### src/rtl/alu_flag_pkg.sv
package alu_flag_pkg;
  typedef enum logic [2:0] {
    OP_ADD   = 3'd0,
    OP_ADC   = 3'd1,
    OP_SUB   = 3'd2,
    OP_SBC   = 3'd3,
    OP_LOGIC = 3'd4
  } alu_op_e;

  localparam int FLAG_N = 3;
  localparam int FLAG_Z = 2;
  localparam int FLAG_C = 1;
  localparam int FLAG_V = 0;
  localparam int NFLAGS = 4;
endpackage

### src/rtl/alu_result_calc.sv
module alu_result_calc
  import alu_flag_pkg::*;
#(
  parameter int W = 32
) (
  input  alu_op_e        op,
  input  logic [W-1:0]   a,
  input  logic [W-1:0]   b,
  input  logic [W-1:0]   logic_res,
  input  logic           cin,
  output logic [W-1:0]   res
);
  localparam logic [W-1:0] ONE = {{(W-1){1'b0}}, 1'b1};

  logic [W-1:0] cin_w;
  assign cin_w = {{(W-1){1'b0}}, cin};

  always_comb begin
    unique case (op)
      OP_ADD:   res = a + b;
      OP_ADC:   res = a + b + cin_w;
      OP_SUB:   res = a + ~b + ONE;
      OP_SBC:   res = a + ~b + cin_w;
      OP_LOGIC: res = logic_res;
      default:  res = '0;
    endcase
  end
endmodule

### src/rtl/alu_flag_derive.sv
module alu_flag_derive
  import alu_flag_pkg::*;
#(
  parameter int W = 32
) (
  input  logic              clk,
  input  logic              rst,
  input  alu_op_e           op,
  input  logic [W-1:0]      a,
  input  logic [W-1:0]      b,
  input  logic [W-1:0]      res,
  input  logic              cin,
  input  logic              shc,
  input  logic              set_flags,
  input  logic              cur_v,
  output logic [NFLAGS-1:0] nxt,
  output logic [NFLAGS-1:0] we
);
  logic is_add, is_sub, res_zero;
  logic c_add, c_sub, v_add, v_sub;
  logic [W-1:0] v_add_vec, v_sub_vec;

  assign is_add   = (op == OP_ADD) || (op == OP_ADC);
  assign is_sub   = (op == OP_SUB) || (op == OP_SBC);
  assign res_zero = (res == '0);

  // carry by comparison, with tie broken by carry-in for the carry-consuming forms
  always_comb begin
    c_add = (res < a);
    if (op == OP_ADC && res == a) c_add = cin;
    if (op == OP_SBC) c_sub = (a > b) || ((a == b) && cin);
    else              c_sub = (a >= b);
  end

  assign v_add_vec = (res ^ a) & ~(a ^ b);
  assign v_sub_vec = (res ^ a) & (a ^ b);
  assign v_add     = v_add_vec[W-1];
  assign v_sub     = v_sub_vec[W-1];

  always_comb begin
    nxt[FLAG_N] = res[W-1];
    nxt[FLAG_Z] = res_zero;
    nxt[FLAG_C] = 1'b0;
    nxt[FLAG_V] = cur_v;
    we          = '0;
    if (is_add) begin
      nxt[FLAG_C] = c_add;
      nxt[FLAG_V] = v_add;
      we          = {NFLAGS{set_flags}};
    end else if (is_sub) begin
      nxt[FLAG_C] = c_sub;
      nxt[FLAG_V] = v_sub;
      we          = {NFLAGS{set_flags}};
    end else if (op == OP_LOGIC) begin
      nxt[FLAG_C] = shc;
      we[FLAG_N]  = set_flags;
      we[FLAG_Z]  = set_flags;
      we[FLAG_C]  = set_flags;
    end
  end


  no_we_without_set_chk: assert property (@(posedge clk) disable iff (rst)
    !set_flags |-> (we == '0));


  logic_keeps_v_chk: assert property (@(posedge clk) disable iff (rst)
    (op == OP_LOGIC) |-> (!we[FLAG_V] && nxt[FLAG_V] == cur_v));


  sub_zero_no_borrow_chk: assert property (@(posedge clk) disable iff (rst)
    (op == OP_SUB && nxt[FLAG_Z]) |-> nxt[FLAG_C]);


  zero_not_negative_chk: assert property (@(posedge clk) disable iff (rst)
    nxt[FLAG_Z] |-> !nxt[FLAG_N]);
endmodule

### src/rtl/alu_flag_reg.sv
module alu_flag_reg
  import alu_flag_pkg::*;
#(
  parameter int W = 32
) (
  input  logic              clk,
  input  logic              rst,
  input  logic [NFLAGS-1:0] we,
  input  logic [NFLAGS-1:0] nxt,
  input  logic [W-1:0]      res_in,
  output logic [NFLAGS-1:0] flags_q,
  output logic [W-1:0]      result_q
);
  for (genvar i = 0; i < NFLAGS; i++) begin : g_flag
    always_ff @(posedge clk) begin
      if (rst)        flags_q[i] <= 1'b0;
      else if (we[i]) flags_q[i] <= nxt[i];
    end


    flag_hold_chk: assert property (@(posedge clk) disable iff (rst)
      !we[i] |=> $stable(flags_q[i]));


    flag_load_chk: assert property (@(posedge clk) disable iff (rst)
      we[i] |=> (flags_q[i] == $past(nxt[i])));
  end

  always_ff @(posedge clk) begin
    if (rst) result_q <= '0;
    else     result_q <= res_in;
  end
endmodule

### src/rtl/alu_flag_unit.sv
module alu_flag_unit
  import alu_flag_pkg::*;
#(
  parameter int W = 32
) (
  input  logic         clk,
  input  logic         rst,
  input  logic [W-1:0] op_a,
  input  logic [W-1:0] op_b,
  input  logic [W-1:0] logic_res,
  input  logic [2:0]   op_sel,
  input  logic         carry_in,
  input  logic         shift_carry,
  input  logic         set_flags,
  output logic [3:0]   nxt_flags,
  output logic [3:0]   flag_we,
  output logic [W-1:0] result_q,
  output logic [3:0]   flags_q
);
  alu_op_e      op;
  logic [W-1:0] res;

  assign op = alu_op_e'(op_sel);

  alu_result_calc #(.W(W)) u_calc (
    .op(op), .a(op_a), .b(op_b), .logic_res(logic_res), .cin(carry_in), .res(res)
  );

  alu_flag_derive #(.W(W)) u_derive (
    .clk(clk), .rst(rst), .op(op), .a(op_a), .b(op_b), .res(res),
    .cin(carry_in), .shc(shift_carry), .set_flags(set_flags),
    .cur_v(flags_q[FLAG_V]), .nxt(nxt_flags), .we(flag_we)
  );

  alu_flag_reg #(.W(W)) u_reg (
    .clk(clk), .rst(rst), .we(flag_we), .nxt(nxt_flags), .res_in(res),
    .flags_q(flags_q), .result_q(result_q)
  );


  reset_clear_chk: assert property (@(posedge clk)
    rst |=> (flags_q == 4'b0 && result_q == '0));
endmodule

### config.mk
export PLATFORM = sky130hd
export DESIGN_NAME = alu_flag_unit
export DESIGN_NICKNAME = d
export VERILOG_FILES = /design/src/rtl/alu_flag_pkg.sv /design/src/rtl/alu_result_calc.sv /design/src/rtl/alu_flag_derive.sv /design/src/rtl/alu_flag_reg.sv /design/src/rtl/alu_flag_unit.sv
export SDC_FILE = /design/constraint.sdc
export NUM_CORES = 1
export LEC_CHECK = 0
export BUFFER_PORTS_ARGS = -buffer_cell sky130_fd_sc_hd__buf_2
export CORE_MARGIN = 3
export CORE_UTILIZATION = 25
export DETAILED_ROUTE_END_ITERATION = 10
export SLEW_MARGIN = 10
export SYNTH_ARGS = -nofsm -noshare
export SYNTH_HDL_FRONTEND = slang
export SYNTH_HIERARCHICAL = 1
export SYNTH_SLANG_ARGS = --single-unit
### constraint.sdc
create_clock -name clk -period 18.7 [get_ports clk]
set_clock_uncertainty 0.05 [all_clocks]
set_input_delay 5.61 -clock clk [delete_from_list [all_inputs] [get_ports clk]]
set_output_delay 5.61 -clock clk [all_outputs]
set_load 0.05 [all_outputs]
* Word-level counts from Yosys, hierarchy flattened
Cells that the tools add are included.
Widths: inputs -> output; s select.
** Operators by class
- Muxes and demuxes :: 11
- Add/subtract/negate cells :: 5
- $lt $le $gt $ge :: 3
- Equality and inequality tests :: 6
- Reduce and logical (&&, ||, !) cells :: 7
- Bitwise logic cells :: 6
** Operators by type and width (count)
- $pmux 32 s5 :: 1
- $add 32x1->32 :: 2
- $add 32x32->32 :: 2
- $and 32x32->32 :: 2
- $eq 32x32->1 :: 2
- $not 32->32 :: 2
- $xor 32x32->32 :: 2
- $add 32x1->32 const B :: 1
- $ge 32x32->1 :: 1
- $gt 32x32->1 :: 1
- $logic_not 32->1 :: 1
- $lt 32x32->1 :: 1
- $eq 3x2->1 const B :: 2
- $mux 1 :: 6
- $mux 3 :: 2
- $mux 4 :: 1
- $eq 3x1->1 const B :: 1
- $eq 3x3->1 const B :: 1
- $logic_not 3->1 :: 1
- $logic_or 1x1->1 :: 3
- $logic_and 1x1->1 :: 2
- $mux 2 :: 1
** Storage, ports and cells
- Register bits after elaboration :: 36
- Output and inout port bits :: 44
- Input bits :: 104

* Longest topological paths before layout
Gate-level depths: netlist of run 1.
- Word-level depth :: 8
- Gate-level depth with buffers :: 27

* Hierarchy
The synthesis of run 1 kept the hierarchy.
** Modules (own cells, without submodules)
- alu_result_calc :: times used 1, area an instance 6916.6 µm², seq. area each 0.0 µm², cells an instance 1052
- alu_flag_derive :: times used 1, area an instance 1784.2 µm², seq. area each 0.0 µm², cells an instance 257
- alu_flag_reg :: times used 1, area an instance 1013.5 µm², seq. area each 720.7 µm², cells an instance 79

* Worst setup path before layout of run 1
No wires, ideal clock.
- Kind :: input to output
- Start :: input port op_b[0]
- End :: output port nxt_flags[1]
- Data arrival time :: 11020 ps
- Stages on the path :: 21
- Path buffers :: 1
- Slack :: 2020 ps
- Cell sequence :: inv_1 ha_1 fa_1 a211oi_2 o211ai_1 a21boi_1 o21ai_2 xnor2_1 or4b_1 clkbuf_1 nor4_1 and4b_1 o221ai_1 a21oi_1 o211ai_1 ha_1 a2111oi_1 o21ai_1 or4_1 a21o_1 o211ai_1
** Between the ends
- Word-level cells in the longest chain between the ends :: 8
- Elaborated cells between the ends (all ways) :: 19
** RTL lines
- start, declared :: RTL line alu_flag_unit.sv:9 : input logic [W-1:0] op_b,
- $not 32->32 :: RTL line alu_result_calc.sv:22, alu_result_calc.sv:23
- $add 32x32->32 :: RTL line alu_result_calc.sv:22, alu_result_calc.sv:23
- $add 32x1->32, on equally long branches :: RTL line alu_result_calc.sv:23, alu_result_calc.sv:22
- $pmux 32 s5 * :: RTL line alu_result_calc.sv:19 : unique case (op)
- named net res[31] :: RTL line alu_flag_unit.sv:21 : logic [W-1:0] res;
- parallel branches: the longest is 2 deep, another holds $lt 32x32->1
- $mux 1 * :: RTL line alu_flag_derive.sv:30 : if (op == OP_ADC && res == a) c_add = cin;
- $mux 2 * :: RTL line alu_flag_derive.sv:46 : if (is_add) begin
- end, declared :: RTL line alu_flag_unit.sv:15 : output logic [3:0] nxt_flags,
Mark *: on every way through the listed nets, which the timed path passes.

* Worst setup path after layout of run 1
- Start :: input port op_a[7]
- End :: output port nxt_flags[1]
** Between the ends
- Word-level cells in the longest chain between the ends :: 7
- Elaborated cells between the ends (all ways) :: 18
** RTL lines
- start, declared :: RTL line alu_flag_unit.sv:8 : input logic [W-1:0] op_a,
- parallel branches: the longest is 6 deep, another holds $add 32x32->32
- $mux 2 * :: RTL line alu_flag_derive.sv:46
Every way passes the cells marked *.

==> parameters.txt, run 1 <==
Parameter                              Value

Worst setup path
  Most common cell type on the critical path ... sky130_fd_sc_hd__o211ai_1
  Classification of the worst setup path ... in2out
  Cell type of the slowest stage on the worst timing path ... sky130_fd_sc_hd__or4b_1
  Critical path peak fanout ... 18
  Kind of start point of the critical path ... primary input
  Critical-path cell list ... buf_2 -> ha_1 -> a21oi_1 -> o211ai_1 -> a21boi_1 -> o21ai_2 -> xnor2_1 -> or4b_1 -> nor4_1 -> and4b_1 -> o221ai_1 -> a21oi_1 -> o211ai_1 -> ha_1 -> a2111oi_1 -> o21ai_1 -> or4_1 -> a21o_1 -> o211ai_1 -> buf_2
  Largest stage delay on the critical path ... 680 ps
  Critical path arrival ... 12100 ps
  Worst path required time ... 13040 ps
  Critical Path End Type ... primary output

Detailed routing
  Overall routed net length ... 42870 µm
  Total DRC errors in the routed layout ... 0
  Number of search-and-repair iterations in the first detailed-routing pass ... 6
  Remaining number of nets flagged by the antenna check after routing ... 0
  DR vias ... roughly 11000
  Mean number of vias per cell ... 5.618
  Number of DRC violations after detailed-routing iteration 0 ... 1272
  WL/cell ... 21.45 µm

Clock network
  TritonCTS clock tree ... built
  Total number of clock tree sinks ... 36
  CTS root buffer ... sky130_fd_sc_hd__clkbuf_16
  Clock transition at the registers of the reported paths ... roughly 50 ps
  Total CTS buffers ... 5
  Post-cts hold buffer count ... 0
  Post-CTS setup-driven buffer insertion count ... 0
  CTS H-tree lvls ... 2
  Cts repair resizes ... 0
  Clock latency on the worst-skew pair ... 290 ps
  Clock tree buffer depth ... 2

Power
  Clk network pwr share ... 13.9%
  Leakage ... 4.807 nW
  Proportion of total power due to net switching ... 53.42%
  Proportion of power drawn by combinational gates ... 71.7%
  Net Sw Power ... 0.3189 mW
  Power per Cell Area ... between 50 and 60 nW/µm²
  Part of the total power dissipated in sequential elements ... 14.4%
  Total power of the final layout ... around 0.60 mW
  Peak supply drop ... 0.03194 mV
  Internal Pwr Total ... around 0.28 mW

Synth
  Commonest register cell after synthesis ... sky130_fd_sc_hd__dfxtp_1
  Syn avg cell area ... 6.999 µm²
  Post-Synthesis Cell Area ... 9714 µm²
  Syn nets ... 1623
  Flop and latch count out of synthesis ... 36
  Post-synthesis instance total ... 1388
  Number of unique standard cell types used by synthesis ... 98
  Sequential area share after synthesis ... 7.419%
  Ys Warns ... 6
  Post-synth ARST share ... 0%
  Number of synthesized flops with an enable pin ... 0

Timing
  Hold Worst Slack ... 449.5 ps
  Final hold violation count ... 0
  Unrepaired setup endpoints after global routing ... false
  Setup tns final ... 0 ps
  Number of setup violations in the final report ... 0
  Worst-case headroom to the max-slew limit ... a little under a third
  Min Clock Period, post-route ... 17760 ps
  Count of pins over their slew limit ... 0
  Tcrit/Tclk final ... 94.97%
  Max Clk Rate ... 56.31 MHz
  Slew @ Worst Pin ... 1027 ps

Hold path
  Worst hold-check path type ... reg2reg

Die
  Area of the die ... slightly above 40000 µm²
  Die span in y ... ~200 µm
  Initial core utilization ... 25.55%
  IO Pins ... 148
  Total number of placement rows ... 71
  Die extent in x ... 203.1 µm
  CORE AREA ... 38020 µm²

Placement
  Number of instances in the placed design ... 1991
  Final weighted congestion of routability-driven global placement ... 0.9670
  Detailed Place HPWL ... 35650 µm
  Total of buffers placed on input and output ports ... 147

Cells and area
  Top library cells by usage in the layout, fill and taps aside ... sky130_fd_sc_hd__buf_2 (147), sky130_fd_sc_hd__ha_1 (129), sky130_fd_sc_hd__inv_1 (126), sky130_fd_sc_hd__nor2_1 (116), sky130_fd_sc_hd__a21oi_1 (102)
  Final std cells w/o fill ... 1999
  Final nets ... 1722
  Inserted Diodes ... 0
  Share of final-layout standard cells stronger than drive strength 1 ... 13.44%
  Commonest non-fill, non-tap cell in the layout ... sky130_fd_sc_hd__buf_2
  Layout-stage area growth over the synthesis result ... 13.18%

Global route
  Number of antenna violations at the first check in global routing ... 0
  Global-route wire length before repair ... 64520 µm
  Overflow after GRT ... 0
  Via count of the first global-routing pass ... between 10000 and 15000
  Pin count of the biggest net entering global routing ... 41
  Total routing usage reported by global routing ... 19.89%

Job
  Max-cap violations ... 0

Status
  Status ... complete, no violations
[flip-flops by register name, indices dropped and copies added, names as in the netlist]
| signal | cells |
|---|---|
| u_reg/flags_q | 4 |
| u_reg/result_q | 32 |
[layout make-up]
class	instances	area [µm²]
Timing Repair Buffer	155	795.8
Tap cell	511	639.4
Clock inverter	1	8.758
Inverter	127	476.7
Multi-Input combinational cell	1162	8220
Sequential cell	36	720.7
Clock buffer	7	132.6
Fill cell	4336	27030
[through the flow]
stage	utilization, %	setup slack (ps)	instance area [µm²]
floorplan	-	2020	9714
global placement	28.54	1153	10850
detailed placement	28.54	1070	10850
CTS	28.92	1061	10990
global route	28.92	486.6	10990
finish	28.92	940.1	10990
[cell families (layout without fill, tap and decap cells)]
group	Yosys count	after routing	share of synthesized area (%)
and+or+nand+nor	502	502	27.28
AOI/OAI and AO/OA	395	395	27.91
buffers and inverters	190	290	8.063
adders and majority gates	131	131	17.03
xor gates and xnor gates	118	118	10.64
DFF	36	36	7.419
muxes	16	16	1.661
[routing by layer]
| metal | vias up | wire, µm | share of wire [%] | GRT usage [%] |
|---|---|---|---|---|
| met5 | - | 0 | 0 | 0 |
| met4 | 0 | 1101 | 2.6 | 4.081 |
| met3 | 62 | 3473 | 8.1 | 3.463 |
| met2 | 535 | 18870 | 44 | 32.05 |
| met1 | 5341 | 19430 | 45 | 27.91 |
| li1 | 5293 | - | - | - |
[worst paths after layout]
check              startpoint                to  slack (ps)  cells after the start
max                   op_a[7]      nxt_flags[1]         940                     20
min          u_reg/flags_q[1]  u_reg/flags_q[1]         450                      2
max reg2reg  u_reg/flags_q[0]  u_reg/flags_q[0]       17780                      4
min reg2reg  u_reg/flags_q[1]  u_reg/flags_q[1]         450                      2
[cell usage after synthesis, drive strengths merged, types with 9 or more instances]
| cell type | n | area (µm²) |
|---|---|---|
| a211oi | 25 | 202.7 |
| a21o | 22 | 166.4 |
| a21oi | 103 | 519.3 |
| a222oi | 16 | 160.2 |
| a22oi | 11 | 82.58 |
| a31oi | 19 | 118.9 |
| and2 | 18 | 112.6 |
| and3 | 11 | 70.07 |
| buf | 32 | 190.2 |
| clkbuf | 31 | 116.4 |
| dfxtp | 36 | 720.7 |
| ha | 129 | 1614 |
| inv | 126 | 473.0 |
| mux2i | 15 | 150.1 |
| nand2 | 93 | 349.1 |
| nand2b | 10 | 62.56 |
| nand3 | 52 | 260.3 |
| nand4 | 43 | 275.3 |
| nor2 | 118 | 447.9 |
| nor2b | 43 | 276.5 |
| nor3 | 32 | 170.2 |
| nor4 | 30 | 215.2 |
| o211ai | 12 | 90.09 |
| o21ai | 73 | 369.1 |
| o21bai | 11 | 82.58 |
| o221ai | 9 | 85.08 |
| o31ai | 19 | 142.6 |
| or3 | 13 | 81.33 |
| xnor2 | 85 | 744.5 |
| xor2 | 33 | 289.0 |
[power groups by stage]
stage	Sequential, mW	Combinational [mW]	Clock, mW
6_report	0.0858	0.428	0.0833
5_1_grt	0.0864	0.463	0.0902
4_1_cts	0.0860	0.420	0.0872
3_5_place_dp	0.0876	0.418	0
3_3_place_gp	0.0875	0.416	0
2_1_floorplan	0.112	0.274	0
[critical path, delay by kind of cell]
kind / cells / cell delay, ps
AO/OA/AOI/OAI: 11 / 2710
XOR/XNOR: 1 / 200
adder cells (fa/ha/maj): 2 / 940
buffers and inverters: 2 / 450
AND/OR/NAND/NOR: 4 / 2170
No activity file was read; power rests on OpenSTA's default activity.
==> inputs of run 2 (changes only) <==
CORE_UTILIZATION = 54   (was 25)
PLACE_DENSITY = 0.76   (was not set)
==> parameters.txt, run 2 (same netlist as run 1, synthesis figures left out) <==
Parameter                              Value

Status
  Status ... complete, no violations

Worst setup path
  Kind of start point of the critical path ... primary input
  Worst path buffer plus inverter count ... 3 (+1)
  Worst path required time ... 13040 ps (about the same)
  Critical Path End Type ... primary output
  Classification of the worst setup path ... in2out
  Critical path peak fanout ... 6 (-12)
  Cell type of the slowest stage on the worst timing path ... sky130_fd_sc_hd__a211oi_1
  Critical-path cell list ... buf_2 -> ha_1 -> fa_1 -> a211oi_2 -> buf_4 -> o21ai_1 -> xnor2_1 -> nand4_1 -> a211oi_1 -> nand4_1 -> nor4_2 -> nand4_1 -> nor3_1 -> xor2_1 -> o221ai_1 -> ha_1 -> nand4_1 -> nor4_1 -> and3_1 -> or4_1 -> a21o_1 -> o211ai_1 -> buf_2
  Most common cell type on the critical path ... sky130_fd_sc_hd__nand4_1
  Critical path arrival ... 11960 ps (-140 ps)
  Gate family responsible for the most delay along the worst path ... simple AND/OR/NAND/NOR gates
  Largest stage delay on the critical path ... 610 ps (-70 ps)

Power
  Leakage ... 4.805 nW (about the same)
  Peak supply drop ... 0.07725 mV (+140%)
  Power per Cell Area ... 54.76 nW/µm² (+0.86%)

Placement
  Minimum setup slack after placement ... 1224 ps (+153.9 ps)
  Final weighted congestion of routability-driven global placement ... 1.084 (+12%)
  Total of buffers placed on input and output ports ... 147 (unchanged)
  Placed instance area ... 10500 µm² (-3.3%)
  Detailed Place HPWL ... 30620 µm (-14%)

Detailed routing
  WL/cell ... 21.22 µm (-1.1%)
  Overall routed net length ... 36330 µm (-15%)
  DR vias ... 11118 (-1.0%)
  Total DRC errors in the routed layout ... 0 (unchanged)
  Mean number of vias per cell ... 6.494 (+16%)
  Number of DRC violations after detailed-routing iteration 0 ... 1615 (+27%)
  Remaining number of nets flagged by the antenna check after routing ... 0 (unchanged)
  Number of search-and-repair iterations in the first detailed-routing pass ... 6 (unchanged)

Die
  CORE AREA ... 17480 µm² (-54%)
  Area of the die ... 19640 µm² (-52%)
  IO Pins ... 148 (unchanged)
  Die span in y ... 140.1 µm (-31%)
  Total number of placement rows ... 48 (-32%)
  Initial core utilization ... 55.58% (+30 points)
  Die extent in x ... 140.1 µm (-31%)

Timing
  Worst-case headroom to the max-slew limit ... 13.95% (-17 points)
  Number of setup violations in the final report ... 0 (unchanged)
  Worst setup slack after layout ... 1076 ps (+136.2 ps)
  Count of pins over their slew limit ... 0 (unchanged)
  Tcrit/Tclk final ... 94.24% (-0.73 points)
  Setup tns final ... 0 ps (unchanged)
  Unrepaired setup endpoints after global routing ... false
  Max Clk Rate ... 56.74 MHz (+0.77%)
  Min Clock Period, post-route ... 17620 ps (-136.2 ps)
  Slew @ Worst Pin ... 1279 ps (+252.1 ps)
  Final hold violation count ... 0 (unchanged)

Global route
  Overflow after GRT ... 0 (unchanged)
  Via count of the first global-routing pass ... 9927 (-6.7%)
  Global-route wire length before repair ... 55610 µm (-14%)
  Total routing usage reported by global routing ... 34.96% (+15 points)
  Pin count of the biggest net entering global routing ... 37 (-9.8%)
  Number of antenna violations at the first check in global routing ... 0 (unchanged)

Cells and area
  Register name with the most flops ... u_reg/result_q
  Top library cells by usage in the layout, fill and taps aside ... sky130_fd_sc_hd__buf_2 (147), sky130_fd_sc_hd__ha_1 (129), sky130_fd_sc_hd__inv_1 (126), sky130_fd_sc_hd__nor2_1 (116), sky130_fd_sc_hd__a21oi_1 (102)
  Registers with the most flip-flops ... u_reg/result_q: 32 flops, u_reg/flags_q: 4 flops
  Share of final-layout standard cells stronger than drive strength 1 ... 13.45% (about the same)
  Fill count ... 1714 (-60%)
  Commonest non-fill, non-tap cell in the layout ... sky130_fd_sc_hd__buf_2
  Layout-stage area growth over the synthesis result ... 9.415%
  Flip-flop count of the largest register, all copies and words added ... 32 (unchanged)
  Multi-input combinational cell area ... 8220 µm² (unchanged)
  Post-layout instance area ... 10630 µm² (-3.3%)
  Final nets ... 1722 (unchanged)
  Inserted Diodes ... 0 (unchanged)
  Sequential cell area in the final layout ... 720.7 µm² (unchanged)

Job
  Max-cap violations ... 0 (unchanged)

Clock network
  Post-cts hold buffer count ... 0 (unchanged)
  Cts repair resizes ... 0 (unchanged)
  CTS H-tree lvls ... 2 (unchanged)
  Post-CTS setup-driven buffer insertion count ... 0 (unchanged)
  Clock latency on the worst-skew pair ... 270 ps (-20 ps)
  Total CTS buffers ... 5 (unchanged)
  Clock tree buffer depth ... 2 (unchanged)
  TritonCTS clock tree ... built
  CTS root buffer ... sky130_fd_sc_hd__clkbuf_16
  Total number of clock tree sinks ... 36 (unchanged)
  Clock transition at the registers of the reported paths ... 50 ps (about the same)

Hold path
  Worst hold-check path type ... reg2reg
[run 2: final timing paths]
path | startpoint | to | slack, ps | depth (start not counted)
hold / removal | u_reg/flags_q[3] | u_reg/flags_q[3] | 450 | 2
setup reg to reg | u_reg/flags_q[0] | u_reg/flags_q[0] | 17840 | 4
setup / recovery | op_a[0] | nxt_flags[1] | 1080 | 23
hold reg to reg | u_reg/flags_q[3] | u_reg/flags_q[3] | 450 | 2
[run 2: final cells by class]
| class | instances | share of cell area (%) |
|---|---|---|
| multi-input combinational | 1162 | 77.34 |
| timing repair buffer | 155 | 7.487 |
| sequential | 36 | 6.780 |
| inverter | 127 | 4.485 |
| tap | 225 | 2.649 |
| clock buffer | 6 | 1.212 |
| clock inverter | 1 | 0.04709 |
[run 2: layer usage]
| layer | wire length (µm) | share of wire (%) | track usage [%] | up-vias |
|---|---|---|---|---|
| li1 | - | - | - | 5284 |
| met5 | 0 | 0 | 0 | - |
| met4 | 860 | 2.4 | 7.955 | 0 |
| met3 | 3807 | 10 | 5.121 | 61 |
| met1 | 16220 | 45 | 51.23 | 5134 |
| met2 | 15440 | 43 | 54.14 | 639 |
[run 2: stage by stage]
| step | total power, mW | util, % | instances | hold WS (ps) |
|---|---|---|---|---|
| 3_3_place_gp | 0.4921 | 60.05 | 1705 | 425.0 |
| 3_5_place_dp | 0.4948 | 60.05 | 1705 | 439.7 |
| 4_1_cts | 0.5714 | 60.82 | 1712 | 450.8 |
| 2_1_floorplan | 0.3860 | - | 1388 | 684.8 |
| 6_report | 0.5820 | 60.82 | 1712 | 450.6 |
| 5_1_grt | 0.6190 | 60.82 | 1712 | 482.4 |
[run 2: tightest hold or removal path, stage by stage (launching register included)]
cell	delay (ps)
sky130_fd_sc_hd__dfxtp_1	320
sky130_fd_sc_hd__mux2i_1	70
sky130_fd_sc_hd__nor2_1	80
[run 2: report_power, final]
| part | switching [mW] | internal (mW) |
|---|---|---|
| clock | 0.0271 | 0.0482 |
| sequential | 0.00145 | 0.0839 |
| combinational | 0.277 | 0.145 |
| total | 0.305 | 0.277 |
